--- src/rtl/tlbc_pkg.sv ---
// Shared types for the counted translation buffer.
// Assumes: nothing beyond IEEE 1800-2017 packed enums.
package tlbc_pkg;
    // Which event loads the report register this cycle
    typedef enum logic [1:0] {
        SRC_NONE  = 2'd0,
        SRC_INV   = 2'd1,
        SRC_FILL  = 2'd2,
        SRC_FLUSH = 2'd3
    } rpt_src_e;
endpackage

--- src/rtl/tlbc_entry.sv ---
// One translation slot: valid, dirty, pages and a saturating use counter.
// Assumes: at most one of load/kill is high per cycle; load > kill > clr > inc.
module tlbc_entry #(
    parameter int VPN_W = 8,
    parameter int PPN_W = 8,
    parameter int CNT_W = 3
) (
    input  logic             clk,
    input  logic             rst_n,
    input  logic             load,
    input  logic             kill,
    input  logic             clr,
    input  logic             inc,
    input  logic [VPN_W-1:0] ld_vpn,
    input  logic [PPN_W-1:0] ld_ppn,
    input  logic             ld_dirty,
    output logic             valid,
    output logic [VPN_W-1:0] vpn,
    output logic [PPN_W-1:0] ppn,
    output logic             dirty,
    output logic [CNT_W-1:0] cnt
);
    localparam logic [CNT_W-1:0] CNT_MAX = {CNT_W{1'b1}};

    // Slot state update with fixed command priority
    always_ff @(posedge clk) begin
        if (!rst_n) begin
            valid <= 1'b0;
            vpn   <= '0;
            ppn   <= '0;
            dirty <= 1'b0;
            cnt   <= '0;
        end else if (load) begin
            valid <= 1'b1;
            vpn   <= ld_vpn;
            ppn   <= ld_ppn;
            dirty <= ld_dirty;
            cnt   <= '0;
        end else if (kill) begin
            valid <= 1'b0;
            cnt   <= '0;
        end else if (clr) begin
            cnt   <= '0;
        end else if (inc && cnt != CNT_MAX) begin
            cnt   <= cnt + 1'b1;
        end
    end


    sat_hold_chk: assert property (@(posedge clk) disable iff (!rst_n)
        (cnt == CNT_MAX && inc && !load && !kill && !clr) |=> (cnt == CNT_MAX));

    load_zero_chk: assert property (@(posedge clk) disable iff (!rst_n)
        load |=> (valid && cnt == '0));

    clr_zero_chk: assert property (@(posedge clk) disable iff (!rst_n)
        (clr && !load) |=> (cnt == '0));
endmodule

--- src/rtl/tlbc_victim.sv ---
// Refill victim picker: lowest invalid slot first, else round-robin pointer.
// Assumes: ENTRIES is a power of two; take is high only on an accepted refill.
module tlbc_victim #(
    parameter int ENTRIES = 4,
    localparam int IDX_W = $clog2(ENTRIES)
) (
    input  logic               clk,
    input  logic               rst_n,
    input  logic [ENTRIES-1:0] valid_vec,
    input  logic               take,
    output logic [IDX_W-1:0]   idx
);
    logic [IDX_W-1:0] rr_q;
    logic [IDX_W-1:0] free_idx;
    logic             free_found;

    // Search for the lowest-index invalid slot
    always_comb begin
        free_found = 1'b0;
        free_idx   = '0;
        for (int i = ENTRIES - 1; i >= 0; i--) begin
            if (!valid_vec[i]) begin
                free_found = 1'b1;
                free_idx   = IDX_W'(i);
            end
        end
        idx = free_found ? free_idx : rr_q;
    end

    // Advance the round-robin pointer only when a valid slot is displaced
    always_ff @(posedge clk) begin
        if (!rst_n)                    rr_q <= '0;
        else if (take && !free_found)  rr_q <= rr_q + 1'b1;
    end


    free_first_chk: assert property (@(posedge clk) disable iff (!rst_n)
        (take && !(&valid_vec)) |-> !valid_vec[idx]);
endmodule

--- src/rtl/tlb_access_count.sv ---
// Fully associative translation buffer whose slots count their own hits.
// Reports evicted/invalidated/flushed slots through a ready/valid channel and
// exposes any slot through a sampling port.
// Assumes: a refill never carries a page already resident; ENTRIES power of two.
module tlb_access_count
    import tlbc_pkg::*;
#(
    parameter int ENTRIES = 4,
    parameter int VPN_W   = 8,
    parameter int PPN_W   = 8,
    parameter int CNT_W   = 3,
    parameter int CPU_W   = 2,
    parameter logic [CPU_W-1:0] CPU_ID = 2'd1,
    localparam int IDX_W  = $clog2(ENTRIES)
) (
    input  logic             clk,
    input  logic             rst_n,
    input  logic             lk_valid,
    input  logic [VPN_W-1:0] lk_vpn,
    output logic             lk_hit,
    output logic [PPN_W-1:0] lk_ppn,
    output logic             lk_dirty,
    input  logic             fill_valid,
    input  logic [VPN_W-1:0] fill_vpn,
    input  logic [PPN_W-1:0] fill_ppn,
    input  logic             fill_dirty,
    input  logic             inv_valid,
    input  logic [VPN_W-1:0] inv_vpn,
    input  logic             flush_req,
    input  logic             coh_clr,
    output logic             cmd_ready,
    output logic             flush_busy,
    input  logic [IDX_W-1:0] smp_idx,
    output logic             smp_valid,
    output logic [VPN_W-1:0] smp_vpn,
    output logic [CNT_W-1:0] smp_cnt,
    output logic             rpt_valid,
    input  logic             rpt_ready,
    output logic [CPU_W-1:0] rpt_cpu,
    output logic [VPN_W-1:0] rpt_vpn,
    output logic [CNT_W-1:0] rpt_cnt
);
    localparam logic [IDX_W-1:0] LAST_IDX = IDX_W'(ENTRIES - 1);

    logic [ENTRIES-1:0] ev, ed, match_lk, match_inv, hit_vec, load_vec, kill_vec;
    logic [VPN_W-1:0]   ev_vpn [ENTRIES];
    logic [PPN_W-1:0]   ev_ppn [ENTRIES];
    logic [CNT_W-1:0]   ev_cnt [ENTRIES];

    logic             flushing, slot_free, inv_go, fill_go, flush_go, fl_emit, fl_adv;
    logic [IDX_W-1:0] fptr, vic_idx, inv_idx, src_idx;
    rpt_src_e         src;

    // Command acceptance and priority
    always_comb begin
        slot_free = !rpt_valid || rpt_ready;
        cmd_ready = !flushing && slot_free;
        inv_go    = inv_valid && cmd_ready;
        fill_go   = fill_valid && cmd_ready && !inv_valid;
        flush_go  = flush_req && cmd_ready && !inv_valid && !fill_valid;
        fl_emit   = flushing && ev[fptr] && slot_free;
        fl_adv    = flushing && (!ev[fptr] || slot_free);
    end

    // Per-slot match, hit, load and kill decisions
    always_comb begin
        inv_idx = '0;
        for (int i = 0; i < ENTRIES; i++) begin
            match_lk[i]  = ev[i] && (ev_vpn[i] == lk_vpn);
            match_inv[i] = ev[i] && (ev_vpn[i] == inv_vpn);
            hit_vec[i]   = lk_valid && !flushing && match_lk[i] && !(inv_go && match_inv[i]);
            load_vec[i]  = fill_go && (vic_idx == IDX_W'(i));
            kill_vec[i]  = (inv_go && match_inv[i]) || (fl_emit && fptr == IDX_W'(i));
            if (match_inv[i]) inv_idx = IDX_W'(i);
        end
    end

    // Lookup result mux
    always_comb begin
        lk_hit   = |hit_vec;
        lk_ppn   = '0;
        lk_dirty = 1'b0;
        for (int i = 0; i < ENTRIES; i++) begin
            if (hit_vec[i]) begin
                lk_ppn   = ev_ppn[i];
                lk_dirty = ed[i];
            end
        end
    end

    // Translation slots
    for (genvar g = 0; g < ENTRIES; g++) begin : g_slot
        tlbc_entry #(.VPN_W(VPN_W), .PPN_W(PPN_W), .CNT_W(CNT_W)) u_slot (
            .clk(clk), .rst_n(rst_n),
            .load(load_vec[g]), .kill(kill_vec[g]), .clr(coh_clr), .inc(hit_vec[g]),
            .ld_vpn(fill_vpn), .ld_ppn(fill_ppn), .ld_dirty(fill_dirty),
            .valid(ev[g]), .vpn(ev_vpn[g]), .ppn(ev_ppn[g]), .dirty(ed[g]), .cnt(ev_cnt[g])
        );
    end

    // Refill victim selection
    tlbc_victim #(.ENTRIES(ENTRIES)) u_victim (
        .clk(clk), .rst_n(rst_n), .valid_vec(ev), .take(fill_go), .idx(vic_idx)
    );

    // Pick which event, if any, writes the report register
    always_comb begin
        src     = SRC_NONE;
        src_idx = '0;
        if (fl_emit) begin
            src = SRC_FLUSH; src_idx = fptr;
        end else if (inv_go && |match_inv) begin
            src = SRC_INV;   src_idx = inv_idx;
        end else if (fill_go && ev[vic_idx]) begin
            src = SRC_FILL;  src_idx = vic_idx;
        end
    end

    // Report register with ready/valid hold
    always_ff @(posedge clk) begin
        if (!rst_n) begin
            rpt_valid <= 1'b0;
            rpt_vpn   <= '0;
            rpt_cnt   <= '0;
        end else if (src != SRC_NONE) begin
            rpt_valid <= 1'b1;
            rpt_vpn   <= ev_vpn[src_idx];
            rpt_cnt   <= ev_cnt[src_idx];
        end else if (rpt_ready) begin
            rpt_valid <= 1'b0;
        end
    end
    assign rpt_cpu = CPU_ID;

    // Context-switch flush sequencer walking slots in index order
    always_ff @(posedge clk) begin
        if (!rst_n) begin
            flushing <= 1'b0;
            fptr     <= '0;
        end else if (flush_go) begin
            flushing <= 1'b1;
            fptr     <= '0;
        end else if (fl_adv) begin
            if (fptr == LAST_IDX) flushing <= 1'b0;
            else                  fptr     <= fptr + 1'b1;
        end
    end
    assign flush_busy = flushing;

    // Sampling port
    always_comb begin
        smp_valid = ev[smp_idx];
        smp_vpn   = smp_valid ? ev_vpn[smp_idx] : '0;
        smp_cnt   = smp_valid ? ev_cnt[smp_idx] : '0;
    end


    hit_unique_chk: assert property (@(posedge clk) disable iff (!rst_n)
        $onehot0(match_lk));

    rpt_hold_chk: assert property (@(posedge clk) disable iff (!rst_n)
        (rpt_valid && !rpt_ready) |=> (rpt_valid && $stable(rpt_vpn) && $stable(rpt_cnt)));

    flush_empty_chk: assert property (@(posedge clk) disable iff (!rst_n)
        $fell(flush_busy) |-> (ev == '0));

    flush_nohit_chk: assert property (@(posedge clk) disable iff (!rst_n)
        flush_busy |-> !lk_hit);
endmodule

--- config.mk ---
export PLATFORM = sky130hd
export DESIGN_NAME = tlb_access_count
export DESIGN_NICKNAME = d
export VERILOG_FILES = /design/src/rtl/tlbc_pkg.sv /design/src/rtl/tlbc_entry.sv /design/src/rtl/tlbc_victim.sv /design/src/rtl/tlb_access_count.sv
export SDC_FILE = /design/constraint.sdc
export NUM_CORES = 1
export LEC_CHECK = 0
export BUFFER_PORTS_ARGS = -buffer_cell sky130_fd_sc_hd__clkbuf_2
export CELL_PAD_IN_SITES_DETAIL_PLACEMENT = 1
export CELL_PAD_IN_SITES_GLOBAL_PLACEMENT = 1
export CORE_ASPECT_RATIO = 0.9
export CORE_UTILIZATION = 30
export CTS_CLUSTER_SIZE = 25
export DETAILED_ROUTE_END_ITERATION = 6
export MAX_ROUTING_LAYER = met4
export PLACE_DENSITY = 0.65
export SYNTH_ARGS = -nofsm -noshare
export SYNTH_HDL_FRONTEND = slang
export SYNTH_SLANG_ARGS = --single-unit
--- constraint.sdc ---
create_clock -name clk -period 3.6 [get_ports clk]
set_input_delay 0.72 -clock clk [delete_from_list [all_inputs] [get_ports clk]]
set_output_delay 0.72 -clock clk [all_outputs]
set_load 0.01 [all_outputs]
==> flow_summary_export.csv, run 1 <==
group,metric,value,unit
outcome,status,"complete, no violations",
placement,dpl.hpwl,13.3,mm
worst_hold_path,hold_path_class,"reg -> reg",
synth,synth_top_cell_by_area,"dfxtp_1",
sta,worstMarginPinSlew,0.684,ns
sta,setup_viol,0,
floorplan,die_area,19900,um^2
floorplan,core_area,18600,um^2
clock_tree,insertion_delay,0.35,ns
power,leakage,2.64,nW
synth,ys_top_cells_by_area,"dfxtp_1, mux2i_1, xnor2_1",
cells_and_area,layout.core_utilization,0.366,
critical_path,critPathLaunchType,"input port",
synth,synth_area,5800,um^2
grt,grt_usage,0.194,
sta,timing.fmax,298,MHz
flow_run,cap_violations,0,
route,drc_errors,0,
route,wl,18.0,mm
critical_path,critPathKind,"in -> out",
floorplan,num_rows,47,
sta,fin_crit,3.36,ns
grt,antenna_found_initial,1,
sta,slew_violations,0,
critical_path,cp-end-kind,"output pin",
clock_tree,ctsResizeCount,0,
placement,port_buffers,78,
clock_tree,cts_tree,"built",
cells_and_area,num_antenna_cells,0,
route,drtIter0Drc,199,
grt,overflow,0,
synth,syn_inst,625,
power,cellPowerDensity,357,nW/um^2
grt,grt_pass1_vias,5118,
synth,synth-seq-area-share,0.349,
route,wl_per_cell,19.1,um
cells_and_area,drive_gt1_frac,0.214,
sta,setup_tns,0,ns
placement,preCtsSetupSlack,0.0618,ns
clock_tree,clk_pin_slew_worst_paths,0.07,ns
synth,postSynthAreaPerCell,9.28,um^2
cells_and_area,nNetsFinal,748,
clock_tree,post_cts_buffers,0,
clock_tree,cts-root-buf,"clkbuf_16",
clock_tree,clockBufferDepth,2,
clock_tree,cts_buffers,9,
synth,synth_cell_types,48,
critical_path,arrival,2.64,ns
floorplan,die_w,149,um
synth,synth_warnings,0,
grt,grt_pass1_wl,28.6,mm
synth,synth_top_area_frac,0.349,
route,routed_via_density,5.09,
floorplan,dieHeight,134,um
sta,rsz0062_at_grt,"no",
synth,synth_nets,680,
grt,grt_max_degree,30,
sta,slew_headroom,0.544,
placement,place.gp.congestion,0.905,
critical_path,cp.required,2.88,ns
cells_and_area,area_growth,17.5,%
route,route.vias.total,4798,
floorplan,initial_utilization,0.311,
clock_tree,cts_htree_levels,3,
critical_path,cp_max_fo,10,
sta,fin_crit_sh,0.933,
sta,clock_skew,0.00637,ns
synth,async_reset_ff_frac,0,
route,dr.pass1.iters,4,
clock_tree,hold_buffers,0,
synth,synth_edf_count,0,
sta,setup_slack,0.241,ns
synth,synth_ff_type,"dfxtp_1",
route,postRouteAntennaNets,0,
clock_tree,cts.sinks,101,
sta,hold_viol,0,
synth,ys_ff_latch,101,
power,ir_drop,0.221,mV
floorplan,io_pins,81,
area by class of cell:
cell class	instances	area, um^2
Multi-Input combinational cell	462	3500
Sequential cell	101	2020
Timing Repair Buffer	105	618
Fill cell	2141	11800
Inverter	14	57.6
Clock inverter	6	86.3
Tap cell	245	307
Clock buffer	9	225
routing by layer:
layer	track usage	part of all wire	up-vias	wire [um]
li1	-	-	2286	-
met1	0.249	0.48	2399	8640
met2	0.310	0.47	89	8460
met3	0.0255	0.029	24	515
met4	0.0687	0.019	0	346
met5	-	0	-	0
state kept, by name (all words and copies together) (netlist names), 2 cells and up:
name / count
g_slot.u_slot.dirty: 4
g_slot.u_slot.valid: 4
u_victim.rr_q: 2
g_slot.u_slot.cnt: 12
g_slot.u_slot.vpn: 32
g_slot.u_slot.ppn: 32
rpt_cnt: 3
fptr: 2
rpt_vpn: 8
logic make-up (layout without fill, tap and decap cells):
family,after synthesis,count (layout),synth area share
other cells,2,2,0.00130
flops,101,101,0.349
compound gates,50,50,0.0639
fa+ha+maj,12,12,0.0259
buf+inv,62,134,0.0522
xor+xnor,71,71,0.107
mux,122,122,0.237
simple gates,205,205,0.164
synth_stat cells, types with 2 or more instances:
| cell type | n |
|---|---|
| mux2i_1 | 109 |
| dfxtp_1 | 101 |
| nor2_1 | 93 |
| xnor2_1 | 59 |
| nand2_1 | 47 |
| clkbuf_1 | 20 |
| buf_2 | 19 |
| nand3_1 | 14 |
| ha_1 | 12 |
| inv_1 | 12 |
| mux4_2 | 12 |
| nor2b_1 | 12 |
| xor2_1 | 12 |
| o21ai_1 | 11 |
| o221ai_1 | 11 |
| nand4_1 | 10 |
| a21oi_1 | 9 |
| o31ai_1 | 9 |
| nor3_1 | 5 |
| buf_6 | 4 |
| nand3b_1 | 4 |
| and2_1 | 3 |
| buf_4 | 3 |
| nor3_2 | 3 |
| nor4_1 | 3 |
| a22oi_1 | 2 |
| and3b_1 | 2 |
| buf_1 | 2 |
| conb_1 | 2 |
| nand4b_1 | 2 |
layout by cell type, fill, tap and decap left out, types with 10 or more instances in the layout:
cell type,count
clkbuf_2,78
mux2i_1,109
dfxtp_1,101
xnor2_1,59
o221ai_1,11
ha_1,12
nand3_1,14
inv_1,12
o21ai_1,11
mux4_2,12
nor2_1,93
nand2_1,47
buf_4,25
nor2b_1,12
xor2_1,12
nand4_1,10
metrics by stage:
| step | cells | hold WS, ns | power [mW] | cell area [um^2] |
|---|---|---|---|---|
| global placement | 927 | 0.454 | 1.41 | 6490 |
| global route | 942 | 0.495 | 2.53 | 6820 |
| CTS | 942 | 0.486 | 2.47 | 6800 |
| finish | 942 | 0.479 | 2.44 | 6820 |
| detailed placement | 927 | 0.465 | 1.42 | 6490 |
| floorplan | 625 | 0.460 | 1.32 | 5800 |
path summary, 6_finish.rpt:
check / from / endpoint / slack [ns] / depth (start not counted)
max: inv_vpn[0] / lk_hit / 0.24 / 8
max reg2reg: fptr[0]$_SDFFE_PP0P_ / rpt_vpn[2]$_SDFFE_PN0P_ / 1.08 / 8
min: rpt_vpn[2]$_SDFFE_PN0P_ / rpt_vpn[2]$_SDFFE_PN0P_ / 0.48 / 2
min reg2reg: rpt_vpn[2]$_SDFFE_PN0P_ / rpt_vpn[2]$_SDFFE_PN0P_ / 0.48 / 2
worst max-delay path, stage by stage:
cell	delay, ns
clkbuf_2	0.15
xnor2_1	0.19
nand3_1	0.13
nor3_1	0.32
and2_1	0.25
nor2_4	0.13
or4b_1	0.59
clkbuf_2	0.16
power by group:
group          internal, mW  total (mW)  switching [mW]
clock network         0.606        1.04           0.439
logic                0.0987       0.236           0.137
registers              1.13        1.16          0.0224
No activity file was read; power rests on OpenSTA's default activity.
==> run 2: changes to the inputs <==
- CELL_PAD_IN_SITES_DETAIL_PLACEMENT: 1 -> default
- CELL_PAD_IN_SITES_GLOBAL_PLACEMENT: 1 -> default
- PLACE_DENSITY: 0.65 -> 0.54
- REMOVE_ABC_BUFFERS: default -> 1
==> run 2 against run 1 <==
  * Flip-flop and latch count is the same
  * Critical path type unchanged
  * Sequential power is essentially flat
  * Utilization shrank 0.081 points
==> flow_summary_export.csv, run 2 (same netlist as run 1, synthesis figures left out) <==
group,metric,value,unit
outcome,status,"complete, no violations",
route,dr.pass1.iters,4,
sta,clock_skew,0.00620,ns
floorplan,initial_utilization,0.311,
sta,slew_violations,0,
critical_path,critPathKind,"in -> out",
cells_and_area,nNetsFinal,748,
floorplan,core_area,18600,um^2
sta,fin_crit,3.44,ns
grt,grt_pass1_wl,25.3,mm
placement,dp_cells,927,
clock_tree,post_cts_buffers,0,
floorplan,die_area,19900,um^2
clock_tree,clk_pin_slew_worst_paths,0.07,ns
placement,place.gp.congestion,0.870,
placement,postPlaceCellArea,6500,um^2
route,postRouteAntennaNets,0,
grt,overflow,0,
worst_hold_path,min_from,"rpt_vpn[3]$_SDFFE_PN0P_",
critical_path,cp_max_fo,11,
critical_path,arrival,2.72,ns
power,cellPowerDensity,352,nW/um^2
placement,dpl.hpwl,11.9,mm
clock_tree,cts_tree,"built",
floorplan,die_w,149,um
clock_tree,cts.sinks,101,
route,drtIter0Drc,221,
sta,hold_viol,0,
grt,antenna_found_initial,0,
clock_tree,insertion_delay,0.36,ns
cells_and_area,top_regs,"g_slot.u_slot.ppn x32, g_slot.u_slot.vpn x32, g_slot.u_slot.cnt x12",
critical_path,cp.required,2.88,ns
sta,slew_headroom,0.391,
sta,rsz0062_at_grt,"no",
power,power,2.40,mW
critical_path,critPathLaunchType,"input port",
sta,setup_viol,0,
sta,timing.fmax,291,MHz
cells_and_area,stdcell_count,942,
cells_and_area,area_growth,17.3,%
cells_and_area,fin_area,6800,um^2
route,wl_per_cell,17.2,um
power,leakage,2.63,nW
floorplan,dieHeight,134,um
cells_and_area,multi_input_area,3490,um^2
placement,port_buffers,78,
floorplan,io_pins,81,
clock_tree,cts_buffers,9,
cells_and_area,fillCellCount,1939,
worst_hold_path,hold_path_class,"reg -> reg",
critical_path,cp-end-kind,"output pin",
sta,fin_crit_sh,0.955,
sta,hold_slack,0.467,ns
clock_tree,hold_buffers,0,
power,ir_drop,0.237,mV
placement,preCtsSetupSlack,0.148,ns
sta,setup_slack,0.161,ns
cells_and_area,seq_area,2020,um^2
cells_and_area,drive_gt1_frac,0.211,
clock_tree,cts_htree_levels,3,
cells_and_area,final_cell_mix,"mux2i_1, dfxtp_1, nor2_1, clkbuf_2, xnor2_1",
power,p_int,1.78,mW
cells_and_area,num_antenna_cells,0,
sta,worstMarginPinSlew,0.911,ns
clock_tree,clockBufferDepth,2,
grt,grt_pass1_vias,4427,
critical_path,crit_start,"lk_vpn[6]",
floorplan,num_rows,47,
route,wl,16.2,mm
route,routed_via_density,4.77,
power,power_frac_seq,0.481,
flow_run,cap_violations,0,
power,combPwrFrac,0.097,
clock_tree,cts-root-buf,"clkbuf_16",
critical_path,reg2reg_from,"fptr[0]$_SDFFE_PP0P_",
power,swShare,0.259,
power,p_sw,0.620,mW
power,clockPowerShare,0.422,
route,route.vias.total,4498,
cells_and_area,mostFrequentLayoutCell,"mux2i_1",
route,drc_errors,0,
clock_tree,ctsResizeCount,0,
grt,grt_usage,0.175,
grt,grt_max_degree,56,
[run 2: layout make-up]
class	count	share of cell area
timing repair buffer	105	0.0927
multi-input combinational	462	0.513
clock inverter	6	0.0105
inverter	14	0.00846
tap	245	0.0451
sequential	101	0.297
clock buffer	9	0.0331
[run 2: power by group through the flow]
stage	clock (mW)	combinational (mW)	sequential, mW
6_report	1.01	0.233	1.15
5_1_grt	1.09	0.254	1.16
4_1_cts	1.04	0.234	1.15
3_5_place_dp	0	0.233	1.18
3_3_place_gp	0	0.234	1.18
2_1_floorplan	0	0.128	1.17
[run 2: final timing paths]
check / cells after the start / end / slack, ns
setup / recovery: 9 / lk_ppn[7] / 0.16
hold / removal: 2 / rpt_vpn[3]$_SDFFE_PN0P_ / 0.47
setup reg to reg: 6 / rpt_vpn[6]$_SDFFE_PN0P_ / 0.97
hold reg to reg: 2 / rpt_vpn[3]$_SDFFE_PN0P_ / 0.47
[run 2: routing by layer]
metal | wire length, um | part of all wire | GRT usage
met5 | 0 | 0 | -
met4 | 242 | 0.015 | 0.0481
met3 | 941 | 0.058 | 0.0446
met2 | 7030 | 0.43 | 0.263
met1 | 8000 | 0.49 | 0.231
[run 2: metrics by stage]
stage | utilization | setup TNS [ns]
2_1_floorplan | - | -16.87
3_3_place_gp | 0.349 | 0
3_5_place_dp | 0.349 | 0
4_1_cts | 0.365 | 0
5_1_grt | 0.365 | 0
6_report | 0.365 | 0
[run 2: worst max-delay path: stages]
cell and delay [ns]:
clkbuf_2 0.13, xor2_1 0.15, nor4_1 0.35, nand4_1 0.13
a211o_1 0.49, o31ai_1 0.32, mux2i_1 0.11, o21ai_1 0.15
clkbuf_2 0.15
==> run 3: changes to the inputs <==
- RECOVER_POWER: default -> 100
==> run 3 against run 2 <==
  * Utilization down 0.47 points
  * The run now ends with max-capacitance violations, max-slew violations left
  * Sequential share of layout area up 0.39 points
  * Combinational power down 2%
==> flow_summary_export.csv, run 3 (same netlist as run 1, synthesis figures left out) <==
group,metric,value,unit
cells_and_area,area_growth,15.8,%
critical_path,cp-end-kind,"output pin",
clock_tree,cts_tree,"built",
outcome,status,"complete, but fails checks",
critical_path,slowest_delay,0.50,ns
route,dr.pass1.iters,5,
grt,antenna_found_initial,0,
clock_tree,cts.sinks,101,
outcome,violations,"max-capacitance violations, max-slew violations",
critical_path,crit_family,"compound AO/OA/AOI/OAI gates",
route,drtIter0Drc,223,
sta,fin_crit_sh,0.967,
sta,setup_viol,0,
sta,worstMarginPinSlew,1.71,ns
floorplan,dieHeight,134,um
sta,hold_slack,0.469,ns
critical_path,reg2reg_from,"rpt_valid$_SDFFE_PN0P_",
sta,slew_headroom,-0.137,
sta,setup_tns,0,ns
critical_path,cp.required,2.88,ns
cells_and_area,top_regs,"g_slot.u_slot.ppn x32, g_slot.u_slot.vpn x32, g_slot.u_slot.cnt x12",
power,power,2.39,mW
floorplan,io_pins,81,
cells_and_area,num_antenna_cells,0,
critical_path,cp_max_fo,11,
placement,place.gp.congestion,0.870,
grt,grt_pass1_wl,25.3,mm
critical_path,path_buf_inv,2,
sta,slew_violations,60,
clock_tree,insertion_delay,0.36,ns
cells_and_area,layout.core_utilization,0.360,
power,cellPowerDensity,356,nW/um^2
cells_and_area,fin_area,6710,um^2
floorplan,die_w,149,um
placement,port_buffers,78,
grt,grt_pass1_vias,4427,
worst_hold_path,hold_depth,2,
critical_path,reg2reg_slack,0.62,ns
cells_and_area,drive_gt1_frac,0.149,
critical_path,arrival,2.76,ns
critical_path,critPathLaunchType,"input port",
worst_hold_path,hold_path_end,"rpt_vpn[5]$_SDFFE_PN0P_",
floorplan,initial_utilization,0.311,
sta,timing.fmax,287,MHz
placement,dpl.hpwl,11.9,mm
route,postRouteAntennaNets,0,
grt,grt_max_degree,56,
critical_path,reg2regPathDepth,8,
power,ir_drop,0.236,mV
cells_and_area,final_cell_mix,"mux2i_1, dfxtp_1, nor2_1, xnor2_1",
clock_tree,post_cts_buffers,0,
critical_path,cpMaxStageDelayCell,"a211o_1",
clock_tree,hold_buffers,0,
floorplan,core_area,18600,um^2
route,routed_via_density,4.80,
power,leakage,2.48,nW
clock_tree,clk_pin_slew_worst_paths,0.07,ns
sta,clock_skew,0.00741,ns
worst_hold_path,hold_path_class,"reg -> reg",
route,route.vias.total,4523,
critical_path,timing.rr.end,"g_slot[3].u_slot.ppn[1]$_SDFFE_PN0P_",
floorplan,die_area,19900,um^2
cells_and_area,mostFrequentLayoutCell,"mux2i_1",
sta,hold_viol,0,
clock_tree,cts-root-buf,"clkbuf_16",
flow_run,cap_violations,3,
route,wl,16.2,mm
sta,fin_crit,3.48,ns
cells_and_area,nNetsFinal,748,
clock_tree,ctsResizeCount,0,
worst_hold_path,min_from,"rpt_vpn[5]$_SDFFE_PN0P_",
sta,rsz0062_at_grt,"no",
grt,overflow,0,
placement,postPlaceCellArea,6500,um^2
clock_tree,cts_buffers,9,
clock_tree,clockBufferDepth,2,
grt,grt_usage,0.175,
critical_path,path_cells,"clkbuf_2, xor2_1, nor4_1, nand4_1, a211o_1, o31ai_1, mux2i_1, o21ai_1, clkbuf_1",
route,wl_per_cell,17.2,um
clock_tree,cts_htree_levels,3,
route,drc_errors,0,
floorplan,num_rows,47,
critical_path,critPathKind,"in -> out",
==> run 3: changes by cell type in the layout (fill, tap and decap cells not counted), sizes merged <==
| cell | before | now |
|---|---|---|
| buf | 27 | 16 |
| clkbuf | 87 | 98 |
==> run 3: metrics by stage <==
stage / worst slack (ns) / cells
after floorplan: -1.42 / 577
after global placement: 0.170 / 927
after detailed placement: 0.148 / 927
after CTS: 0.179 / 942
after global routing: 0.0178 / 942
final: 0.118 / 942
==> run 3: worst max-delay path by stage <==
stage | startpoint | endpoint | slack [ns] | cells past startpoint
global route | lk_vpn[6] | lk_ppn[1] | 0.02 | 9
global placement | inv_vpn[7] | lk_hit | 0.17 | 9
finish | lk_vpn[6] | lk_ppn[7] | 0.12 | 9
CTS | lk_vpn[6] | lk_ppn[2] | 0.18 | 9
floorplan | rpt_ready | lk_dirty | -1.42 | 8
detailed placement | lk_vpn[6] | lk_ppn[2] | 0.15 | 9
==> run 3: final cells by class <==
type	instances	area [um^2]
tap	245	307
inverter	14	57.6
multi-input combinational	462	3480
clock inverter	6	71.3
sequential	101	2020
fill	1966	11900
timing repair buffer	105	554
clock buffer	9	225
==> run 3: tightest hold or removal path: stages, from the launching register on <==
cell	delay [ns]
dfxtp_1	0.33
nand2_1	0.05
o221ai_1	0.06
==> run 3: where the power goes <==
group | internal [mW] | switching (mW) | total [mW]
clock network | 0.544 | 0.466 | 1.01
registers | 1.13 | 0.0206 | 1.15
logic | 0.0959 | 0.133 | 0.229
total | 1.77 | 0.620 | 2.39
==> run 3: layer usage <==
| metal | vias up | routed length (um) | track usage |
|---|---|---|---|
| li1 | 2285 | - | - |
| met1 | 2105 | 7960 | 0.231 |
| met2 | 121 | 7090 | 0.263 |
| met3 | 12 | 950 | 0.0446 |
| met4 | 0 | 248 | 0.0481 |
| met5 | - | 0 | - |
